File: config.mk
export PLATFORM = sky130hd
export DESIGN_NAME = spi_atten_ctrl
export DESIGN_NICKNAME = d
export VERILOG_FILES = /design/src/rtl/spi_att_pkg.sv /design/src/rtl/spi_frame_rx.sv /design/src/rtl/att_cmd_exec.sv /design/src/rtl/spi_atten_ctrl.sv
export SDC_FILE = /design/constraint.sdc
export NUM_CORES = 1
export LEC_CHECK = 0
export BUFFER_PORTS_ARGS = -buffer_cell sky130_fd_sc_hd__buf_2
export CORE_MARGIN = 1.5
export CORE_UTILIZATION = 25
export DETAILED_ROUTE_END_ITERATION = 16
export PLACE_DENSITY = 0.48
export SYNTH_ARGS = -nofsm -noshare
export SYNTH_HDL_FRONTEND = slang
export SYNTH_SLANG_ARGS = --single-unit
File: constraint.sdc
create_clock -name clk -period 6.61 [get_ports clk]
set_input_delay 0.3305 -clock clk [delete_from_list [all_inputs] [get_ports clk]]
set_output_delay 0.3305 -clock clk [all_outputs]
set_load 0.02 [all_outputs]
File: src/rtl/spi_att_pkg.sv
package spi_att_pkg;

    localparam int          FRAME_W  = 24;
    localparam int          ATT_W    = 6;
    localparam int          LO_W     = 5;
    localparam logic [5:0]  IDX_MAX  = 6'd60;
    localparam logic [5:0]  LO_MAX   = 6'd30;
    localparam logic [6:0]  ADDR_SCR = 7'h05;
    localparam logic [6:0]  ADDR_BND = 7'h06;

    typedef enum logic [1:0] {
        K_REG = 2'd0,
        K_RXG = 2'd1,
        K_TXG = 2'd2,
        K_LO  = 2'd3
    } frame_kind_e;

    typedef struct packed {
        logic [ATT_W-1:0] first;
        logic [ATT_W-1:0] second;
    } att_pair_t;

    // Gain table: total attenuation T = 60 - index, split per direction/band
    function automatic att_pair_t gain_lookup(input logic is_tx,
                                              input logic hi_band,
                                              input logic [5:0] idx);
        logic [5:0] total;
        logic [5:0] dn;
        logic [5:0] up;
        att_pair_t  p;
        total = IDX_MAX - idx;
        dn    = total >> 1;
        up    = total - dn;
        case ({is_tx, hi_band})
            2'b00:   p = '{first: up,    second: dn};
            2'b01:   p = '{first: dn,    second: up};
            2'b10:   p = '{first: total, second: 6'd0};
            default: p = '{first: 6'd0,  second: total};
        endcase
        return p;
    endfunction

endpackage

File: src/rtl/spi_frame_rx.sv
module spi_frame_rx
    import spi_att_pkg::*;
#(
    parameter int SYNC_STAGES = 2
) (
    input  logic               clk,
    input  logic               rst,
    input  logic               sclk_i,
    input  logic               csn_i,
    input  logic               mosi_i,
    input  logic [FRAME_W-1:0] reply_i,
    output logic               miso_o,
    output logic [FRAME_W-1:0] frame_o,
    output logic               done_o,
    output logic               cs_idle_o
);
    localparam int CNT_W = $clog2(FRAME_W + 2);
    localparam logic [CNT_W-1:0] CNT_FULL = CNT_W'(FRAME_W);
    localparam logic [CNT_W-1:0] CNT_SAT  = CNT_W'(FRAME_W + 1);
    localparam logic [CNT_W-1:0] TOP_POS  = CNT_W'(FRAME_W - 1);

    // {sclk, csn, mosi} through a synchronizer chain
    logic [2:0] sync_q [SYNC_STAGES];

    for (genvar g = 0; g < SYNC_STAGES; g++) begin : g_sync
        if (g == 0) begin : g_first
            always_ff @(posedge clk) begin
                if (rst) sync_q[g] <= 3'b010;
                else     sync_q[g] <= {sclk_i, csn_i, mosi_i};
            end
        end else begin : g_next
            always_ff @(posedge clk) begin
                if (rst) sync_q[g] <= 3'b010;
                else     sync_q[g] <= sync_q[g-1];
            end
        end
    end

    logic sclk_s, cs_s, mosi_s;
    assign {sclk_s, cs_s, mosi_s} = sync_q[SYNC_STAGES-1];

    logic             sclk_q, cs_q;
    logic [CNT_W-1:0] cnt_q;
    logic [CNT_W-1:0] pos;
    logic             sclk_rise, sclk_fall;

    assign sclk_rise = sclk_s & ~sclk_q;
    assign sclk_fall = ~sclk_s & sclk_q;
    assign pos       = TOP_POS - cnt_q;
    assign cs_idle_o = cs_s;

    always_ff @(posedge clk) begin
        if (rst) begin
            sclk_q  <= 1'b0;
            cs_q    <= 1'b1;
            cnt_q   <= '0;
            frame_o <= '0;
            miso_o  <= 1'b0;
            done_o  <= 1'b0;
        end else begin
            sclk_q <= sclk_s;
            cs_q   <= cs_s;
            done_o <= 1'b0;
            if (cs_s) begin
                miso_o <= 1'b0;
                if (!cs_q) done_o <= (cnt_q == CNT_FULL);
            end else if (cs_q) begin
                cnt_q   <= '0;
                frame_o <= '0;
                miso_o  <= 1'b0;
            end else begin
                if (sclk_rise) begin
                    if (cnt_q < CNT_FULL) frame_o[pos] <= mosi_s;
                    if (cnt_q != CNT_SAT) cnt_q <= cnt_q + 1'b1;
                end
                if (sclk_fall)
                    miso_o <= (cnt_q < CNT_FULL) ? reply_i[pos] : 1'b0;
            end
        end
    end

endmodule

File: src/rtl/att_cmd_exec.sv
module att_cmd_exec
    import spi_att_pkg::*;
(
    input  logic               clk,
    input  logic               rst,
    input  logic               apply_i,
    input  logic [FRAME_W-1:0] frame_i,
    output att_pair_t          rx_pair_o,
    output att_pair_t          tx_pair_o,
    output logic [LO_W-1:0]    rx_lo_o,
    output logic [LO_W-1:0]    tx_lo_o,
    output logic [15:0]        scratch_o,
    output logic [1:0]         band_o
);
    frame_kind_e kind;
    logic [6:0]  addr;
    logic [5:0]  field;
    logic        en_a, en_b, is_tx;
    att_pair_t   look;

    assign kind  = frame_kind_e'(frame_i[23:22]);
    assign addr  = frame_i[23:17];
    assign field = frame_i[21:16];
    assign en_a  = frame_i[13];
    assign en_b  = frame_i[6];
    assign is_tx = (kind == K_TXG);
    assign look  = gain_lookup(is_tx, band_o[is_tx], field);

    always_ff @(posedge clk) begin
        if (rst) begin
            rx_pair_o <= '{first: '1, second: '1};
            tx_pair_o <= '{first: '1, second: '1};
            rx_lo_o   <= LO_W'(LO_MAX);
            tx_lo_o   <= LO_W'(LO_MAX);
            scratch_o <= '0;
            band_o    <= '0;
        end else if (apply_i) begin
            case (kind)
                K_REG: begin
                    if (!frame_i[16]) begin
                        if (addr == ADDR_SCR) scratch_o <= frame_i[15:0];
                        else if (addr == ADDR_BND) band_o <= frame_i[1:0];
                    end
                end
                K_RXG, K_TXG: begin
                    if (field <= IDX_MAX) begin
                        if (is_tx) begin
                            if (en_a) tx_pair_o.first  <= look.first;
                            if (en_b) tx_pair_o.second <= look.second;
                        end else begin
                            if (en_a) rx_pair_o.first  <= look.first;
                            if (en_b) rx_pair_o.second <= look.second;
                        end
                    end
                end
                default: begin
                    if (field <= LO_MAX) begin
                        if (en_a) rx_lo_o <= field[LO_W-1:0];
                        if (en_b) tx_lo_o <= field[LO_W-1:0];
                    end
                end
            endcase
        end
    end

endmodule

File: src/rtl/spi_atten_ctrl.sv
module spi_atten_ctrl
    import spi_att_pkg::*;
#(
    parameter int SYNC_STAGES = 2
) (
    input  logic            clk,
    input  logic            rst,
    input  logic            spi_sclk,
    input  logic            spi_csn,
    input  logic            spi_mosi,
    output logic            spi_miso,
    output logic [ATT_W-1:0] rx_att_a,
    output logic [ATT_W-1:0] rx_att_b,
    output logic [ATT_W-1:0] tx_att_a,
    output logic [ATT_W-1:0] tx_att_b,
    output logic [LO_W-1:0]  rx_lo_att,
    output logic [LO_W-1:0]  tx_lo_att
);
    logic [FRAME_W-1:0] frame;
    logic [FRAME_W-1:0] reply;
    logic               frame_done;
    logic               cs_idle;
    att_pair_t          rx_pair, tx_pair;
    logic [15:0]        scratch;
    logic [1:0]         band;
    logic [15:0]        rd_data;
    frame_kind_e        kind;
    logic               reg_rd;

    spi_frame_rx #(.SYNC_STAGES(SYNC_STAGES)) u_rx (
        .clk       (clk),
        .rst       (rst),
        .sclk_i    (spi_sclk),
        .csn_i     (spi_csn),
        .mosi_i    (spi_mosi),
        .reply_i   (reply),
        .miso_o    (spi_miso),
        .frame_o   (frame),
        .done_o    (frame_done),
        .cs_idle_o (cs_idle)
    );

    att_cmd_exec u_exec (
        .clk       (clk),
        .rst       (rst),
        .apply_i   (frame_done),
        .frame_i   (frame),
        .rx_pair_o (rx_pair),
        .tx_pair_o (tx_pair),
        .rx_lo_o   (rx_lo_att),
        .tx_lo_o   (tx_lo_att),
        .scratch_o (scratch),
        .band_o    (band)
    );

    // Reply built from the partially received frame: each field it depends
    // on has arrived before the first reply bit that uses it is shifted out.
    assign kind   = frame_kind_e'(frame[23:22]);
    assign reg_rd = (kind == K_REG) && frame[16];

    always_comb begin
        if (frame[23:17] == ADDR_SCR)      rd_data = scratch;
        else if (frame[23:17] == ADDR_BND) rd_data = {14'd0, band};
        else                               rd_data = '0;
    end

    always_comb begin
        if (reg_rd)
            reply = {8'd0, rd_data};
        else if (kind == K_LO)
            reply = {11'd0, 1'b0, rx_lo_att, 1'b0, 1'b0, tx_lo_att};
        else if (kind == K_TXG)
            reply = {11'd0, tx_pair.first, 1'b0, tx_pair.second};
        else
            reply = {11'd0, rx_pair.first, 1'b0, rx_pair.second};
    end

    assign rx_att_a = rx_pair.first;
    assign rx_att_b = rx_pair.second;
    assign tx_att_a = tx_pair.first;
    assign tx_att_b = tx_pair.second;

endmodule

## After elaboration in Yosys (flattened, before gate mapping)

Memory sizes are Yosys's and may differ from the RTL's.
Index checks and enable logic that the tools add are counted.

| word-level totals | value |
|---|---|
| output and inout port bits | 35 |
| flip-flop bits (word level) | 85 |
| memories kept | 1 |
| input bits | 5 |
| RAM bits | 6 |
| logic and storage cells | 91 |

Memory list:

| name | words | width | rd ports | clocked after memory_dff | wr ports | line | RTL |
|---|---|---|---|---|---|---|---|
| u_rx.sync_q | 2 | 3 | 2 | 0 | 2 | spi_frame_rx.sv:23 | `logic [2:0] sync_q [SYNC_STAGES];` |

| cells by class | value |
|---|---|
| $add $sub $neg | 4 |
| eq/ne operators | 9 |
| reductions and logical operators | 21 |
| muxes and demuxes | 25 |
| $lt $le $gt $ge | 6 |
| bitwise operators | 11 |

Operators by type and width:

| kind | count |
|---|---|
| 24-bit 2-to-1 mux | 3 |
| 12-bit case mux with 3 select lines | 1 |
| 16-bit 2-to-1 mux | 2 |
| 13-bit 2-to-1 mux | 2 |
| 5-bit AND reduction | 5 |
| 24-bit bitwise mux | 1 |
| 5-bit 2-to-1 mux | 3 |
| 7-bit by 3-bit equality test with 1-bit output, second input constant | 2 |
| 4-bit AND reduction | 3 |
| 3-bit OR reduction | 3 |
| 1-bit 2-to-1 mux | 8 |
| 1-bit inverter | 7 |
| 2-bit equality test, second input constant | 3 |
| 6-bit by 5-bit <= comparator with 1-bit output, second input constant | 1 |
| 6-bit <= comparator, second input constant | 1 |
| 5-bit by 6-bit less-than comparator with 1-bit output, second input constant | 1 |
| 3-bit 2-to-1 mux | 2 |
| 3-bit AND reduction | 2 |
| 2-bit nonzero test | 3 |
| 6-bit by 5-bit subtractor with 6-bit output | 1 |
| 6-bit subtractor, first input constant | 1 |
| 5-bit by 1-bit adder with 5-bit output, second input constant | 1 |
| 1-bit binary-select mux with 5-bit select | 1 |
| 1-bit demux with 5-bit select | 1 |
| other kinds (13) | 18 |

## Longest topological paths before layout

Gate-level depths: netlist (run 1).

| depth | value |
|---|---|
| word-level depth | 9 |
| mapped depth | 12 |
| mapped depth without buffers | 12 |

## Cells and area by module

A second synthesis (run 1) with hierarchy kept.

| unflattened totals | value |
|---|---|
| cell total of the unflattened synthesis | 625 |
| area total of the unflattened synthesis | 5222.5 um2 |

By module, submodules not included:

| module | cells each | seq. area each (um2) | instances | area an instance (um2) |
|---|---|---|---|---|
| att_cmd_exec | 294 | 1041.0 | 1 | 2641.3 |
| spi_frame_rx | 251 | 780.7 | 1 | 2053.2 |
| spi_atten_ctrl | 80 | 0.0 | 1 | 528.0 |

## Least setup slack after synthesis (run 1)

No wires, ideal clock.

| path | value |
|---|---|
| kind | reg-to-reg |
| start point | register u_rx.frame_o[17] |
| end point | register u_exec.rx_pair_o[3] in the netlist's numbering |
| data required time | 6552 ps |
| clock period less this slack | 2487 ps |
| path buffers | 0 |
| library setup time | 58 ps |
| slack | 4123 ps |
| stages on the path, launching flop included | 13 |
| data arrival time | 2429 ps |
| path through | dfxtp_1 inv_1 ha_1 inv_1 o21ai_0 xor2_1 inv_1 ha_1 o21a_1 o21a_1 or2_2 a211oi_1 a211o_1 |

| between the ends | value |
|---|---|
| longest elaborated chain between the ends | 3 |
| elaborated cells on any way between the ends | 5 |
| those cells by class | add/sub: 2; order compare: 1; mux: 1; reduce/logical: 1 |

Ends and longest elaborated chain:

| element | line | RTL |
|---|---|---|
| start: declaration | spi_frame_rx.sv:13 | `output logic [FRAME_W-1:0] frame_o,` |
| start signal: indexed assignment | spi_frame_rx.sv:73 | `if (cnt_q < CNT_FULL) frame_o[pos] <= mosi_s;` |
| 6-bit subtractor | spi_att_pkg.sv:31 | `total = IDX_MAX - idx;` |
| 6-bit by 5-bit subtractor with 6-bit output | spi_att_pkg.sv:33 | `up = total - dn;` |
| 12-bit case mux with 3 select lines | spi_att_pkg.sv:34 | `case ({is_tx, hi_band})` |
| end signal: assignment | att_cmd_exec.sv:31 | `rx_pair_o <= '{first: '1, second: '1};` |
| end: declaration | att_cmd_exec.sv:8 | `output att_pair_t rx_pair_o,` |

Parallel ways exist; a longest one is shown, timed or not.
A chain may end at the register's enable or synchronous reset.

## Final worst setup path (run 1)

| path | value |
|---|---|
| start point | register u_rx.frame_o[16] |
| end point | register u_exec.rx_pair_o[3] in the netlist's numbering |

Same word-level chain as after synthesis.

==> results.py, run 1 <==
metrics = {
    "yosys": {
        "synth_area_leader_cell": "dfxtp_1",
        "yosysWarningCount": 0,
        "synth-edff-count": 0,
        "yosys-top-cells-area": "dfxtp_1 (39%), a21oi_1 (8.9%), nand2_1 (8.2%), ha_1 (5.6%), mux2i_1 (4.0%)",
        "mappedNetlistArea_sq_mm": 0.00470,
        "yosys-top-cells-count": "nand2_1 (103), dfxtp_1 (91), a21oi_1 (84)",
        "synth_area_per_cell_sq_um": 8.22,
        "ys_seq_area_frac": 0.388,
        "synthDominantCellAreaShare": 0.388,
        "synth_cell_types": 54,
        "async_flop_share": 0,
        "synth-seq-cells": 91,
        "synth_nets": 598,
        "yosysMostFrequentCell": "nand2_1",
        "synthCells": 572,
        "ys_dominant_reg_cell": "dfxtp_1",
    },
    "route": {
        "top_layer": "met4",
        "ant_nets": 0,
        "met3_length_um": 521,
        "routed-wl-met2_mm": 6.25,
        "drt-met1-wl_mm": 6.69,
        "drt-initial-drc-count": 335,
        "routed_wl_mm": 13.7,
        "dr.pass1.iters": 5,
        "drc": 0,
        "post_drt_wl_per_cell_um": 17.0,
        "vias_per_cell": 4.97,
        "num_vias": 4020,
    },
    "flow_run": {
        "maxCapViolCount": 0,
    },
    "clocking": {
        "clock-sinks": 91,
        "clk_latency_ps": 350,
        "clockRootBuffer": "clkbuf_16",
        "htreeDepth": 3,
        "cts_tree": "built",
        "path_clk_slew_ps": 60,
        "cts_buffers": 9,
        "clk_path_buf_depth": 2,
        "cts.repair.resized": 0,
        "cts_hold_buffers": 0,
        "post_cts_buffers": 0,
    },
    "global_route": {
        "grt_pass1_vias": 3927,
        "grt_max_degree": 64,
        "grt_usage": 0.144,
        "overflow": 0,
        "grt_pass1_wl_mm": 21.8,
        "antenna_found_initial": 0,
    },
    "sta": {
        "fin_setup_tns_ps": 0,
        "whs_ps": 172,
        "clock.fmax_mhz": 329,
        "hold_violations": 0,
        "setup_viol": 0,
        "slew_headroom": 0.184,
        "worst_slew_pin_slew_ps": 1220,
        "fin_crit_sh": 0.461,
        "finalClockSkew_ps": 5.90,
        "slew_viol_final": 0,
        "rsz0062_at_grt": "no",
        "period_minus_slack_ps": 3040,
    },
    "worst_setup_path": {
        "r2r_cells": 10,
        "reg2reg_slack_ps": 3570,
        "startpoint": "u_rx.frame_o[16]",
        "crit_path_end_kind": "flip-flop",
        "reg2reg_to": "u_exec.rx_pair_o[3]",
        "crit_end": "u_exec.rx_pair_o[3]",
        "startpoint_type": "flip-flop",
        "required_ps": 6900,
        "worstSetupPathType": "flip-flop to flip-flop",
        "crit_arrival_ps": 3340,
        "worstPathMaxFanout": 15,
        "reg2reg_from": "u_rx.frame_o[16]",
    },
    "placed_design": {
        "place.gp.congestion": 0.837,
        "place.detailed.hpwl_mm": 9.83,
        "io_buffers": 39,
        "placed_cells": 794,
    },
    "cells_and_area": {
        "final_cells": 809,
        "antenna_cells": 0,
        "final_layout_size_suffix_gt1_frac": 0.124,
        "fill_cells": 1944,
        "area_delta_synth_final_pct": 11.1,
        "num-nets-final": 602,
    },
    "run_status": {
        "outcome": "complete, no violations",
    },
    "power_and_ir_drop": {
        "p_leak_nw": 1.97,
        "power_density_mw_per_mm2": 200,
        "total_power_mw": 1.05,
        "ir_worst_vdd_mv": 0.115,
    },
    "die": {
        "io_pins": 40,
        "rows": 49,
        "die_x_um": 140,
        "coreArea_sq_mm": 0.0182,
        "start_util": 0.258,
        "die_y_um": 140,
        "die-area_sq_mm": 0.0196,
    },
    "worst_hold_path": {
        "hold_class": "primary input to flip-flop",
    },
}
critical path: stages (launching register included):
cell and delay (ps):
dfxtp_1 620, inv_1 190, ha_1 290, nand3b_1 180, xor2_1 390, inv_1 140, ha_1 360, o21a_1 130
or2_2 310, a211oi_1 250, a211o_1 130
through the flow:
| step | util | worst slack, ps | area (sq um) |
|---|---|---|---|
| 6_report | 0.287 | 3570 | 5220 |
| 5_1_grt | 0.287 | 3360 | 5220 |
| 4_1_cts | 0.287 | 3610 | 5220 |
| 3_5_place_dp | 0.272 | 3630 | 4960 |
| 3_3_place_gp | 0.272 | 3700 | 4960 |
| 2_1_floorplan | - | 4120 | 4700 |
sequential cells by signal (all words and copies together) (netlist names), 2 cells and up:
register / flops
u_rx.cnt_q: 5
u_rx.sync_q: 6
u_exec.rx_lo_o: 5
u_exec.scratch_o: 16
u_rx.frame_o: 24
u_exec.rx_pair_o: 12
u_exec.tx_lo_o: 5
u_exec.band_o: 2
u_exec.tx_pair_o: 12
cell usage in the layout (no fill, tap or decap), types with 9 or more instances in the layout:
master     Yosys  routed
a21oi_1       84      84
buf_2          2      39
clkbuf_16      0       9
dfxtp_1       91      91
ha_1          21      21
inv_1         22      22
mux2i_1       19      19
nand2_1      103     103
nand3_1        9       9
nor2_1        22      22
nor2b_1       15      15
o211ai_1      13      13
o21ai_0       35      34
o311ai_0      10      10
cells by family (layout without fill, tap and decap cells):
logic type	count (synthesis)	count (layout)	synth area share
adders and majority gates	21	21	0.0559
muxes	27	27	0.0692
DFF	91	91	0.388
xor gates and xnor gates	8	8	0.0149
buffers and inverters	69	77	0.0668
and+or+nand+nor	185	185	0.183
AOI/OAI and AO/OA	171	171	0.223
power breakdown:
part	switching [mW]	internal [mW]	leakage [nW]
clock network	0.212	0.261	0.132
logic	0.0137	0.00476	1.10
registers	0.00284	0.550	0.736
total	0.229	0.816	1.97
layout make-up:
type	instances	area, sq um	share of cell area
clock buffer	12	246	0.0472
inverter	22	82.6	0.0158
sequential	91	1820	0.349
tap	229	287	0.0549
multi-input combinational	412	2570	0.492
timing repair buffer	40	203	0.0388
clock inverter	3	15.0	0.00287
per-layer routing:
metal,GRT usage,vias up
li1,-,2005
met1,0.197,1910
met2,0.227,88
met3,0.0222,17
met4,0.0609,0
met5,0,-
worst min-delay path by stage:
stage,from,end,slack (ps),cells past startpoint
after floorplan,u_rx.sync_q[0][1],u_rx.sync_q[1][1],390,1
after global placement,u_rx.sync_q[0][1],u_rx.sync_q[1][1],400,1
after detailed placement,u_rx.sync_q[0][1],u_rx.sync_q[1][1],400,1
after CTS,spi_csn,u_rx.sync_q[0][1],160,2
after global routing,spi_csn,u_rx.sync_q[0][1],170,2
final,spi_csn,u_rx.sync_q[0][1],170,2
(Power assumes the default switching activity.)
==> run 2: changes to the inputs <==
--- a/config.mk
+++ b/config.mk
@@ -9,7 +9,7 @@
 export CORE_MARGIN = 1.5
 export CORE_UTILIZATION = 25
 export DETAILED_ROUTE_END_ITERATION = 16
-export PLACE_DENSITY = 0.48
+export PLACE_DENSITY = 0.49
 export SYNTH_ARGS = -nofsm -noshare
 export SYNTH_HDL_FRONTEND = slang
 export SYNTH_SLANG_ARGS = --single-unit
==> constraint.sdc (replaced) <==
create_clock -name clk -period 2.5 [get_ports clk]
set_input_delay 0.125 -clock clk [delete_from_list [all_inputs] [get_ports clk]]
set_output_delay 0.125 -clock clk [all_outputs]
set_load 0.02 [all_outputs]
==> run 2 against run 1 <==
Combinational power rose to 3.2 times the previous value. Via count increased by 5.8%. Non-clock buffer count grew 34. Largest power group is now the clock network. Hold slack got worse by 33 ps. Critical path type unchanged. Clock skew increased by 7.3 ps. Utilization up 2.2 points. Sequential power grew to 2.6 times the previous value. Routed wire length increased by 5.0%.
==> results.py, run 2 (synthesized netlist as in run 1, its figures left out) <==
metrics = {
    "global_route": {
        "antenna_found_initial": 0,
        "grt_max_degree": 53,
        "grt_pass1_vias": 3986,
        "grt_usage": 0.148,
        "grt_pass1_wl_mm": 22.6,
        "overflow": 0,
    },
    "route": {
        "dr.pass1.iters": 5,
        "post_drt_wl_per_cell_um": 17.1,
        "drt-initial-drc-count": 319,
        "num_vias": 4254,
        "routed_wl_mm": 14.4,
        "vias_per_cell": 5.04,
        "drc": 0,
        "ant_nets": 0,
    },
    "run_status": {
        "outcome": "complete, no violations",
    },
    "die": {
        "die_x_um": 140,
        "rows": 49,
        "start_util": 0.258,
        "die-area_sq_mm": 0.0196,
        "die_y_um": 140,
        "coreArea_sq_mm": 0.0182,
        "io_pins": 40,
    },
    "worst_hold_path": {
        "hold_class": "primary input to flip-flop",
    },
    "worst_setup_path": {
        "crit_arrival_ps": 2670,
        "worstSetupPathType": "flip-flop to flip-flop",
        "cpLargestDelayFamily": "compound AO/OA/AOI/OAI gates",
        "crit_path_end_kind": "flip-flop",
        "path_buf_inv": 3,
        "worstPathMaxFanout": 3,
        "cp_slowest_stage_delay_ps": 320,
        "required_ps": 2760,
        "cpMaxStageDelayCell": "dfxtp_1",
        "startpoint_type": "flip-flop",
        "cp_cell_sequence": "inv_2, ha_4, xor2_4, inv_1, ha_1, nor2b_1, o21a_1, buf_4, o211ai_1, nand2_1, xnor2_2, o31ai_1",
    },
    "sta": {
        "finalClockSkew_ps": 13.2,
        "slew_headroom": 0.618,
        "fin_crit_sh": 0.965,
        "whs_ps": 140,
        "fin_setup_tns_ps": 0,
        "slew_viol_final": 0,
        "period_minus_slack_ps": 2410,
        "worst_slew_pin_slew_ps": 567,
        "clock.fmax_mhz": 415,
        "hold_violations": 0,
        "setup_viol": 0,
        "setup_slack_ps": 88.7,
    },
    "placed_design": {
        "place.gp.congestion": 0.902,
        "placed_cells": 824,
        "io_buffers": 39,
        "place.detailed.hpwl_mm": 10.4,
        "place_ws_ps": 8.95,
    },
    "power_and_ir_drop": {
        "ir_worst_vdd_mv": 0.283,
        "p_leak_nw": 2.17,
        "power_density_mw_per_mm2": 540,
    },
    "clocking": {
        "cts_tree": "built",
        "clk_path_buf_depth": 2,
        "path_clk_slew_ps": 70,
        "clk_latency_ps": 350,
        "htreeDepth": 3,
        "clockRootBuffer": "clkbuf_16",
        "clock-sinks": 91,
        "cts_buffers": 9,
    },
    "cells_and_area": {
        "antenna_cells": 0,
        "final_util": 0.309,
        "reg.largest.list": "u_rx.frame_o (24), u_exec.scratch_o (16)",
        "final_common_cell": "nand2_1",
        "largest-register": "u_rx.frame_o",
        "final_cell_mix": "nand2_1 (103), dfxtp_1 (91), a21oi_1 (83)",
        "largest_reg_flops": 24,
        "num-nets-final": 636,
        "final_layout_size_suffix_gt1_frac": 0.189,
        "area_delta_synth_final_pct": 19.8,
        "final_cells": 844,
    },
    "flow_run": {
        "maxCapViolCount": 0,
    },
}
## run 2: cell count changes in the layout (fill, tap and decap cells not counted), moves of 2 or more
cell and change:
dlygate4sd3_1 +3, inv_2 +3, bufinv_16 +2, inv_1 -3, a211oi_1 -2, ha_4 +3
clkinv_2 -2, ha_1 -3, a211oi_2 +2, buf_4 +31
## run 2: cell type report
cell class / instances / area [sq um]
Clock inverter: 5 / 85.1
Tap cell: 229 / 287
Fill cell: 1901 / 12600
Timing Repair Buffer: 74 / 465
Inverter: 22 / 82.6
Multi-Input combinational cell: 412 / 2650
Sequential cell: 91 / 1820
Clock buffer: 11 / 243
## run 2: where the power goes
part / internal [mW] / switching (mW) / leakage (nW) / total, mW
Sequential: 1.45 / 0.00463 / 0.736 / 1.46
Clock: 0.912 / 0.614 / 0.162 / 1.53
Combinational: 0.0177 / 0.0408 / 1.27 / 0.0585
Total: 2.38 / 0.659 / 2.17 / 3.04
## run 2: worst paths after layout
kind              slack [ps]                    to  depth (start not counted)         startpoint
setup / recovery          90  u_exec.rx_pair_o[11]                         12   u_rx.frame_o[17]
hold / removal           140     u_exec.rx_lo_o[0]                          2                rst
setup reg to reg          90  u_exec.rx_pair_o[11]                         12   u_rx.frame_o[17]
hold reg to reg          410     u_rx.sync_q[1][1]                          1  u_rx.sync_q[0][1]
## run 2: per-layer routing
metal  part of all wire  global-route usage
met1               0.49               0.207
met2               0.46               0.231
met3              0.038              0.0308
met4              0.015              0.0416
met5                  0                   0
## run 2: metrics by stage
step                power [mW]  area [sq um]
floorplan                 1.53          4700
global placement          1.55          5180
detailed placement        1.55          5180
CTS                       3.07          5550
global route              3.14          5630
finish                    3.04          5630
## run 2: repair_timing
item	CTS	global route
hold buffers	3	0
setup buffers	1	0
endpoints found under the setup margin	2	6
endpoints found under the hold margin	3	0
resized for setup	1	16
pin swaps	1	6
